===== src/rtl/sirq_pkg.sv =====
package sirq_pkg;

    localparam int DATA_W = 32;
    localparam int LANES  = DATA_W / 8;

    // word index (address bits 6..2) of each register
    localparam logic [4:0] IDX_STAT = 5'h1C;
    localparam logic [4:0] IDX_EN   = 5'h1D;
    localparam logic [4:0] IDX_MASK = 5'h1E;

    typedef enum logic [1:0] {
        SEL_NONE = 2'd0,
        SEL_STAT = 2'd1,
        SEL_EN   = 2'd2,
        SEL_MASK = 2'd3
    } reg_sel_e;

    typedef struct packed {
        logic              rd;
        logic              wr;
        reg_sel_e          sel;
        logic [DATA_W-1:0] wdata;
        logic [DATA_W-1:0] bmask;
    } bus_op_t;

    function automatic logic [DATA_W-1:0] lane_expand(input logic [LANES-1:0] lanes);
        logic [DATA_W-1:0] m;
        for (int i = 0; i < LANES; i++) begin
            m[i*8 +: 8] = {8{lanes[i]}};
        end
        return m;
    endfunction

endpackage


===== src/rtl/sirq_decode.sv =====
module sirq_decode
    import sirq_pkg::*;
#(
    parameter int ADDR_W = 7
) (
    input  logic                    vld_i,
    input  logic                    wr_i,
    input  logic [ADDR_W-1:0]       addr_i,
    input  logic [LANES-1:0]        lane_i,
    input  logic [DATA_W-1:0]       wdata_i,
    output bus_op_t                 op_o
);
    logic [4:0] idx;

    always_comb begin
        idx = addr_i[6:2];
        op_o.rd    = vld_i && !wr_i;
        op_o.wr    = vld_i && wr_i;
        op_o.wdata = wdata_i;
        op_o.bmask = lane_expand(lane_i);
        unique case (idx)
            IDX_STAT: op_o.sel = SEL_STAT;
            IDX_EN:   op_o.sel = SEL_EN;
            IDX_MASK: op_o.sel = SEL_MASK;
            default:  op_o.sel = SEL_NONE;
        endcase
    end
endmodule


===== src/rtl/sirq_status.sv =====
module sirq_status
    import sirq_pkg::*;
#(
    parameter int NUM_SRC = 26
) (
    input  logic               clk,
    input  logic               rst,
    input  logic [NUM_SRC-1:0] src_i,
    input  logic               ack_i,
    input  logic [NUM_SRC-1:0] ack_data_i,
    input  logic [NUM_SRC-1:0] ack_mask_i,
    output logic [NUM_SRC-1:0] status_o
);
    logic [NUM_SRC-1:0] keep;
    logic [NUM_SRC-1:0] status_q;

    always_comb begin
        keep = ack_i ? (ack_data_i | ~ack_mask_i) : '1;
    end

    always_ff @(posedge clk) begin
        if (rst) status_q <= '0;
        else     status_q <= (status_q & keep) | src_i;
    end

    assign status_o = status_q;
endmodule


===== src/rtl/sirq_enable.sv =====
module sirq_enable #(
    parameter int NUM_SRC = 26
) (
    input  logic               clk,
    input  logic               rst,
    input  logic               wr_i,
    input  logic [NUM_SRC-1:0] data_i,
    input  logic [NUM_SRC-1:0] mask_i,
    output logic [NUM_SRC-1:0] enable_o
);
    logic [NUM_SRC-1:0] enable_q;

    always_ff @(posedge clk) begin
        if (rst)       enable_q <= '0;
        else if (wr_i) enable_q <= (enable_q & ~mask_i) | (data_i & mask_i);
    end

    assign enable_o = enable_q;
endmodule


===== src/rtl/sirq_maskctl.sv =====
module sirq_maskctl (
    input  logic clk,
    input  logic rst,
    input  logic rd_i,
    input  logic wr_i,
    input  logic wbit_i,
    output logic masked_o
);
    logic masked_q;

    always_ff @(posedge clk) begin
        if (rst)       masked_q <= 1'b0;
        else if (rd_i) masked_q <= 1'b1;
        else if (wr_i) masked_q <= ~wbit_i;
    end

    assign masked_o = masked_q;
endmodule


===== src/rtl/sirq_ctrl.sv =====
module sirq_ctrl
    import sirq_pkg::*;
#(
    parameter int NUM_SRC  = 26,
    parameter int ADDR_W   = 7,
    parameter int PEND_W   = 8,
    parameter int PEND_BIT = 2
) (
    input  logic               clk,
    input  logic               rst,
    input  logic [NUM_SRC-1:0] src_i,
    input  logic               bus_vld_i,
    input  logic               bus_wr_i,
    input  logic [ADDR_W-1:0]  bus_addr_i,
    input  logic [3:0]         bus_lane_i,
    input  logic [31:0]        bus_wdata_i,
    output logic [31:0]        bus_rdata_o,
    output logic [PEND_W-1:0]  irq_pend_o
);
    bus_op_t            op;
    logic [NUM_SRC-1:0] stat_q;
    logic [NUM_SRC-1:0] en_q;
    logic               masked_q;
    logic [DATA_W-1:0]  rd_raw;

    sirq_decode #(.ADDR_W(ADDR_W)) u_dec (
        .vld_i   (bus_vld_i),
        .wr_i    (bus_wr_i),
        .addr_i  (bus_addr_i),
        .lane_i  (bus_lane_i),
        .wdata_i (bus_wdata_i),
        .op_o    (op)
    );

    sirq_status #(.NUM_SRC(NUM_SRC)) u_stat (
        .clk        (clk),
        .rst        (rst),
        .src_i      (src_i),
        .ack_i      (op.wr && op.sel == SEL_STAT),
        .ack_data_i (op.wdata[NUM_SRC-1:0]),
        .ack_mask_i (op.bmask[NUM_SRC-1:0]),
        .status_o   (stat_q)
    );

    sirq_enable #(.NUM_SRC(NUM_SRC)) u_en (
        .clk      (clk),
        .rst      (rst),
        .wr_i     (op.wr && op.sel == SEL_EN),
        .data_i   (op.wdata[NUM_SRC-1:0]),
        .mask_i   (op.bmask[NUM_SRC-1:0]),
        .enable_o (en_q)
    );

    sirq_maskctl u_mask (
        .clk      (clk),
        .rst      (rst),
        .rd_i     (op.rd && op.sel == SEL_MASK),
        .wr_i     (op.wr && op.sel == SEL_MASK),
        .wbit_i   (op.wdata[0]),
        .masked_o (masked_q)
    );

    always_comb begin
        rd_raw = '0;
        if (op.rd) begin
            unique case (op.sel)
                SEL_STAT: rd_raw = DATA_W'(stat_q);
                SEL_EN:   rd_raw = DATA_W'(en_q);
                SEL_MASK: rd_raw = DATA_W'(!masked_q);
                default:  rd_raw = '0;
            endcase
        end
        bus_rdata_o = rd_raw & op.bmask;
    end

    always_comb begin
        irq_pend_o           = '0;
        irq_pend_o[PEND_BIT] = !masked_q && (|(stat_q & en_q));
    end

endmodule


===== config.mk =====
export PLATFORM = sky130hd
export DESIGN_NAME = sirq_ctrl
export DESIGN_NICKNAME = d
export VERILOG_FILES = /design/src/rtl/sirq_pkg.sv /design/src/rtl/sirq_decode.sv /design/src/rtl/sirq_status.sv /design/src/rtl/sirq_enable.sv /design/src/rtl/sirq_maskctl.sv /design/src/rtl/sirq_ctrl.sv
export SDC_FILE = /design/constraint.sdc
export NUM_CORES = 1
export LEC_CHECK = 0
export ABC_AREA = 0
export BUFFER_PORTS_ARGS = -buffer_cell sky130_fd_sc_hd__buf_2
export CAP_MARGIN = 10
export CORE_AREA = 3 3 101 64
export CTS_CLUSTER_DIAMETER = 120
export DETAILED_ROUTE_END_ITERATION = 8
export DIE_AREA = 0 0 104 67
export GPL_TIMING_DRIVEN = 0
export PLACE_DENSITY_LB_ADDON = 0.08
export REMOVE_ABC_BUFFERS = 1
export SYNTH_ARGS = -nofsm -noshare
export SYNTH_HDL_FRONTEND = slang
export SYNTH_SLANG_ARGS = --single-unit

===== constraint.sdc =====
create_clock -name clk -period 1.51 [get_ports clk]
set_input_delay 0.0755 -clock clk [delete_from_list [all_inputs] [get_ports clk]]
set_output_delay 0.0755 -clock clk [all_outputs]
set_load 0.02 [all_outputs]

==> After elaboration in Yosys (flattened, before gate mapping) <==
Cells that the tools add are included.
{ "totals": {"wordCells": 36, "regBits": 53, "n_memories": 0, "mem_bits_ro": 0, "ramBits": 0, "latch_bits": 0} }
{ "op_classes": {"n_div": 0, "mul": 0, "n_reduce_logical": 11, "addsub": 0, "shift": 0, "bitwise": 10, "n_eq_ne": 6, "magnitude_cmp": 0, "mux": 6} }
{ "op_table": {"columns": ["operator", "n"], "rows": [
  ["AND 26 bit", 4],
  ["OR 26 bit", 3],
  ["case mux 26 bit (3 select lines)", 1],
  ["2-to-1 mux 26 bit", 2],
  ["AND 32 bit", 1],
  ["inverter 26 bit", 1],
  ["OR reduction 26 bit", 1],
  ["== test 5 bit, second input constant", 3],
  ["logical AND 1 bit", 7],
  ["case mux 2 bit (3 select lines)", 1],
  ["== test 2 bit, second input constant", 2],
  ["== test 2 x 1 -> 1 bit, second input constant", 1],
  ["logical NOT 1 bit", 2],
  ["2-to-1 mux 1 bit", 2],
  ["nonzero test 2 bit", 1],
  ["inverter 1 bit", 1]
]} }

==> Longest topological paths before layout <==
{ "depth": {"word_depth": 7, "mapped_depth": 7, "ltp_nobuf": 4} }

==> Cells and area by module <==
Synthesis repeated with hierarchy kept, for this count alone.
{ "unflattened": {"cells_unflattened": 423, "hier_area_um2": 3668.5} }
{ "by_module_without_submodules": {"columns": ["module", "instances", "area_per_inst_um2", "seq_area_each_um2", "cells_each"], "rows": [
  ["sirq_enable", 1, 1201.2, 520.5, 113],
  ["sirq_status", 1, 1076.0, 520.5, 109],
  ["sirq_ctrl", 1, 834.6, 0.0, 126],
  ["sirq_decode", 1, 514.2, 0.0, 70],
  ["sirq_maskctl", 1, 42.5, 20.0, 5]
]} }

==> Least setup slack after synthesis <==
OpenSTA, ideal clock, no wires.
{ "synth_timing": {"path_type": "input-to-output", "start": "in bus_addr_i[3]", "end": "out bus_rdata_o[15]", "t_arrival_ns": 1.210, "stages": 7, "setup_slack_ns": 0.224, "t_required_ns": 1.434, "n_path_buf": 3, "path_cell_list": "and4b_1 > buf_6 > nor2b_1 > buf_4 > buf_6 > a22oi_2 > nor2_1"} }
{ "synth_between": {"elab_chain_len": 6, "word_cells_on_any_way": 10, "classes_between": "6 x eq/ne; 3 x mux; 1 x bitwise"} }
{ "synth_rtl": {"columns": ["element", "line_no", "source"], "rows": [
  ["start, declared", "sirq_ctrl.sv:14", "input logic [ADDR_W-1:0] bus_addr_i,"],
  ["== test 5 bit", "sirq_decode.sv:21", "unique case (idx)"],
  ["case mux 2 bit (3 select lines) *", "sirq_decode.sv:21", null],
  ["== test 2 bit / == test 2 x 1 -> 1 bit (equally long branches)", "sirq_ctrl.sv:66", "unique case (op.sel)"],
  ["case mux 26 bit (3 select lines) *", "sirq_ctrl.sv:66", null],
  ["2-to-1 mux 26 bit *", "sirq_ctrl.sv:65", "if (op.rd) begin"],
  ["AND 32 bit *", "sirq_ctrl.sv:73", "bus_rdata_o = rd_raw & op.bmask;"],
  ["end, declared", "sirq_ctrl.sv:17", "output logic [31:0] bus_rdata_o,"]
]} }
Mark *: on every way between the ends. The rest lies on a longest branch, timed or not.

==> Worst setup path in the final report <==
{ "layout_timing": {"start": "reg u_stat.status_q[24] (netlist: u_stat.status_o[24])", "end": "out irq_pend_o[2]"} }
{ "layout_between": {"elab_chain_len": 3} }
{ "layout_rtl": {"columns": ["element", "line_no", "source"], "rows": [
  ["start, declared", "sirq_status.sv:15", "logic [NUM_SRC-1:0] status_q;"],
  ["start signal, assigned", "sirq_status.sv:23", "else status_q <= (status_q & keep) | src_i;"],
  ["AND 26 bit", "sirq_ctrl.sv:78", "irq_pend_o[PEND_BIT] = !masked_q && (|(stat_q & en_q));"],
  ["OR reduction 26 bit", "sirq_ctrl.sv:78", null],
  ["logical AND 1 bit", "sirq_ctrl.sv:78", null],
  ["end, declared", "sirq_ctrl.sv:18", "output logic [PEND_W-1:0] irq_pend_o"]
]} }
No other way between the ends.

==> results.yml <==
run:
  cap_violations: 0
placement:
  dpl.hpwl_um: 5177
  io_buffers: 91
  place_ws_ns: -0.5871
  dpl.cell_count: 460
  place_congestion: 0.8098
worst_setup_path:
  rr_worst_depth: 3
  cp-startpoint: "u_stat.status_o[24]$_SDFF_PP0_"
  cp.depth: 5
  critical_path.startpoint_type: "flip-flop"
  crit_end: "irq_pend_o[2]"
  cp.required_ns: 1.43
  critPathKind: "reg2out"
  arrival_ns: 1.53
  critPathTopFamily: "compound AO/OA/AOI/OAI gates"
  crit_fanout: 3
  path_cells: "a22oi_2 > nand4_1 > nor2_1 > a41oi_2 > buf_4"
  worst-r2r-setup-slack_ns: 0.11
  cpMaxStageDelayCell: "dfxtp_2"
  path_buf_inv: 1
  r2r-end: "u_mask.masked_o$_SDFFE_PP0P_"
  cp_slowest_stage_delay_ns: 0.35
  r2r_start: "u_mask.masked_o$_SDFFE_PP0P_"
  cp-end-kind: "output pin"
cts:
  cts_sinks: 53
  h-tree-depth: 2
  cts.reportedPaths.clkPinSlew_ns: 0.10
  ctsRootBufferMaster: "clkbuf_8"
  numCtsBuffers: 5
  cts_tree: "built"
  clk_latency_ns: 0.30
  clockBufferDepth: 2
routing:
  drt_pass1_iterations: 4
  drcViolationCount: 0
  drt_wl_total_um: 7714
  vias: 2542
  post_drt_wl_per_cell_um: 15.65
  antenna_left: 0
  via_per_inst: 5.156
  drt_iter0_drc: 82
logic_synthesis:
  seq_area_frac_synth: 0.3992
  syn_inst: 304
  synth_edf_count: 0
  ys_seq_elements: 53
  synth_top_area_frac: 0.3992
  yosysWarnings: 0
  avgSynthCellArea_um2: 8.742
  syn-cell-area_mm2: 0.002658
  synth.distinct_cells: 32
  synth_async_sr_flop_share: 0
  yosys.area.top_type: "dfxtp_1"
  synthFlopType: "dfxtp_1"
  synthTopCellsByArea: "dfxtp_1 40%, mux2i_1 10%, nor2_1 8.1%"
layout:
  syn2layout_area_growth_pct: 32.01
  layout-drive-gt1-share: 0.3438
  final-seq-area_mm2: 0.001067
  nFillCells: 513
  final_cell_mix: "89 x buf_2, 57 x nor2_1, 48 x dfxtp_1"
  final_cells: 493
  multi_input_area_mm2: 0.001424
  mostFrequentLayoutCell: "buf_2"
  layout.nets: 486
  antennaDiodeCount: 0
global_routing:
  gr-usage-met3: 0.04743
  top_usage_layer: "met2"
  grt_use_met1: 0.3047
  antenna_found_initial: 0
  grt_overflow: 0
  grt_max_degree: 54
  grtUsageMet2: 0.3641
  grt_pass1_vias: 2393
  grt_pass1_wl_um: 12150
  grt_util_all_layers: 0.2211
timing:
  finClkSkew_ns: 0
  fin_crit_sh: 1.066
  setup_violations: 6
  tightest_slew_ns: 0.9756
  period_needed_ns: 1.609
  tns_ns: -0.1494
  fin_ws_ns: -0.09918
  max_freq_ghz: 0.6214
  rsz0062_at_grt: "yes"
  slew_headroom: 0.3496
  slew_violations: 0
  hold_viol_final: 0
power_and_ir_drop:
  total_power_mw: 2.766
  p_per_area_mw_per_mm2: 788.5
  leakage_nw: 1.702
  ir_drop_uv: 452.1
die:
  start_util: 0.4771
  die_area_mm2: 0.006968
  io_pins: 113
  core_mm2: 0.005570
  fp.dieH_um: 67
  die_w_um: 104
  rows: 21
min_path:
  hold_depth: 3
  min_path_type: "in2reg"
run_status:
  status: "complete, but fails checks"
  violations: "setup timing"
-- routing by layer --
metal / vias up / wire (um) / part of all wire
met3: 4 / 482 / 0.062
met4: 0 / 37 / 0.0048
li1: 1270 / - / -
met5: - / 0 / 0
met1: 1178 / 3749 / 0.49
met2: 90 / 3444 / 0.45
-- Yosys cell counts, drive strengths merged, types with 2 or more instances --
cell     n
nand4b   3
nand4    7
a221oi   3
buf     23
a311oi   3
nor3b    2
nand2    4
inv     24
dfxtp   53
o21ai   24
clkbuf   5
nor2    57
a21oi   24
and2     2
a22o     3
a22oi   32
mux2i   27
-- worst min path at each step --
stage | slack (ns) | end | start
final | 0.002 | u_stat.status_o[12]$_SDFF_PP0_ | src_i[12]
after CTS | 0.003 | u_stat.status_o[20]$_SDFF_PP0_ | src_i[20]
after global placement | 0.31 | u_stat.status_o[17]$_SDFF_PP0_ | src_i[17]
after floorplan | 0.14 | u_stat.status_o[0]$_SDFF_PP0_ | rst
after detailed placement | 0.32 | u_stat.status_o[15]$_SDFF_PP0_ | src_i[15]
after global routing | 0.003 | u_stat.status_o[12]$_SDFF_PP0_ | src_i[12]
-- power by group --
group / switching (mW) / internal (mW) / leakage, nW / total (mW)
clock: 0.470 / 0.483 / 0.0540 / 0.953
sequential: 0.0464 / 1.45 / 0.437 / 1.50
combinational: 0.170 / 0.147 / 1.21 / 0.317
total: 0.686 / 2.08 / 1.70 / 2.77
-- layout make-up --
class                   count  area share
clock buffers               5     0.01961
clock inverters             2    0.009986
inverters                  24     0.02568
multi-input cells         213      0.4059
flip-flops and latches     53      0.3042
well taps                  80     0.02853
repair buffers            116      0.2061
-- timing repair --
item / CTS / global route
hold buffers: 17 / 0
setup buffers: 3 / 4
hold endpoints to repair: 16 / 0
pin swaps: 4 / 4
gates resized for setup: 15 / 6
gates cloned: 1 / 1
setup endpoints to repair: 27 / 26
-- tightest hold or removal path, stage by stage --
cell and delay [ns]:
buf_2 0.10, inv_1 0.04, a21oi_1 0.05
-- logic make-up (layout without fill, tap and decap cells) --
logic type / Yosys count / in the layout / synth area share
DFF: 53 / 53 / 0.3992
buffers and inverters: 52 / 147 / 0.1125
other: 1 / 13 / 0.001411
and+or+nand+nor: 79 / 81 / 0.1417
muxes: 27 / 27 / 0.1017
AOI/OAI and AO/OA: 92 / 92 / 0.2434
-- per-stage QoR --
stage | instance area (um2) | util | hold slack [ns]
2_1_floorplan | 2494 | - | 0.1446
6_report | 3508 | 0.6298 | 0.002407
3_5_place_dp | 3079 | 0.5528 | 0.3155
5_1_grt | 3508 | 0.6298 | 0.002655
3_3_place_gp | 3049 | 0.5474 | 0.3090
4_1_cts | 3442 | 0.6179 | 0.002961
No activity file was read; power rests on OpenSTA's default activity.
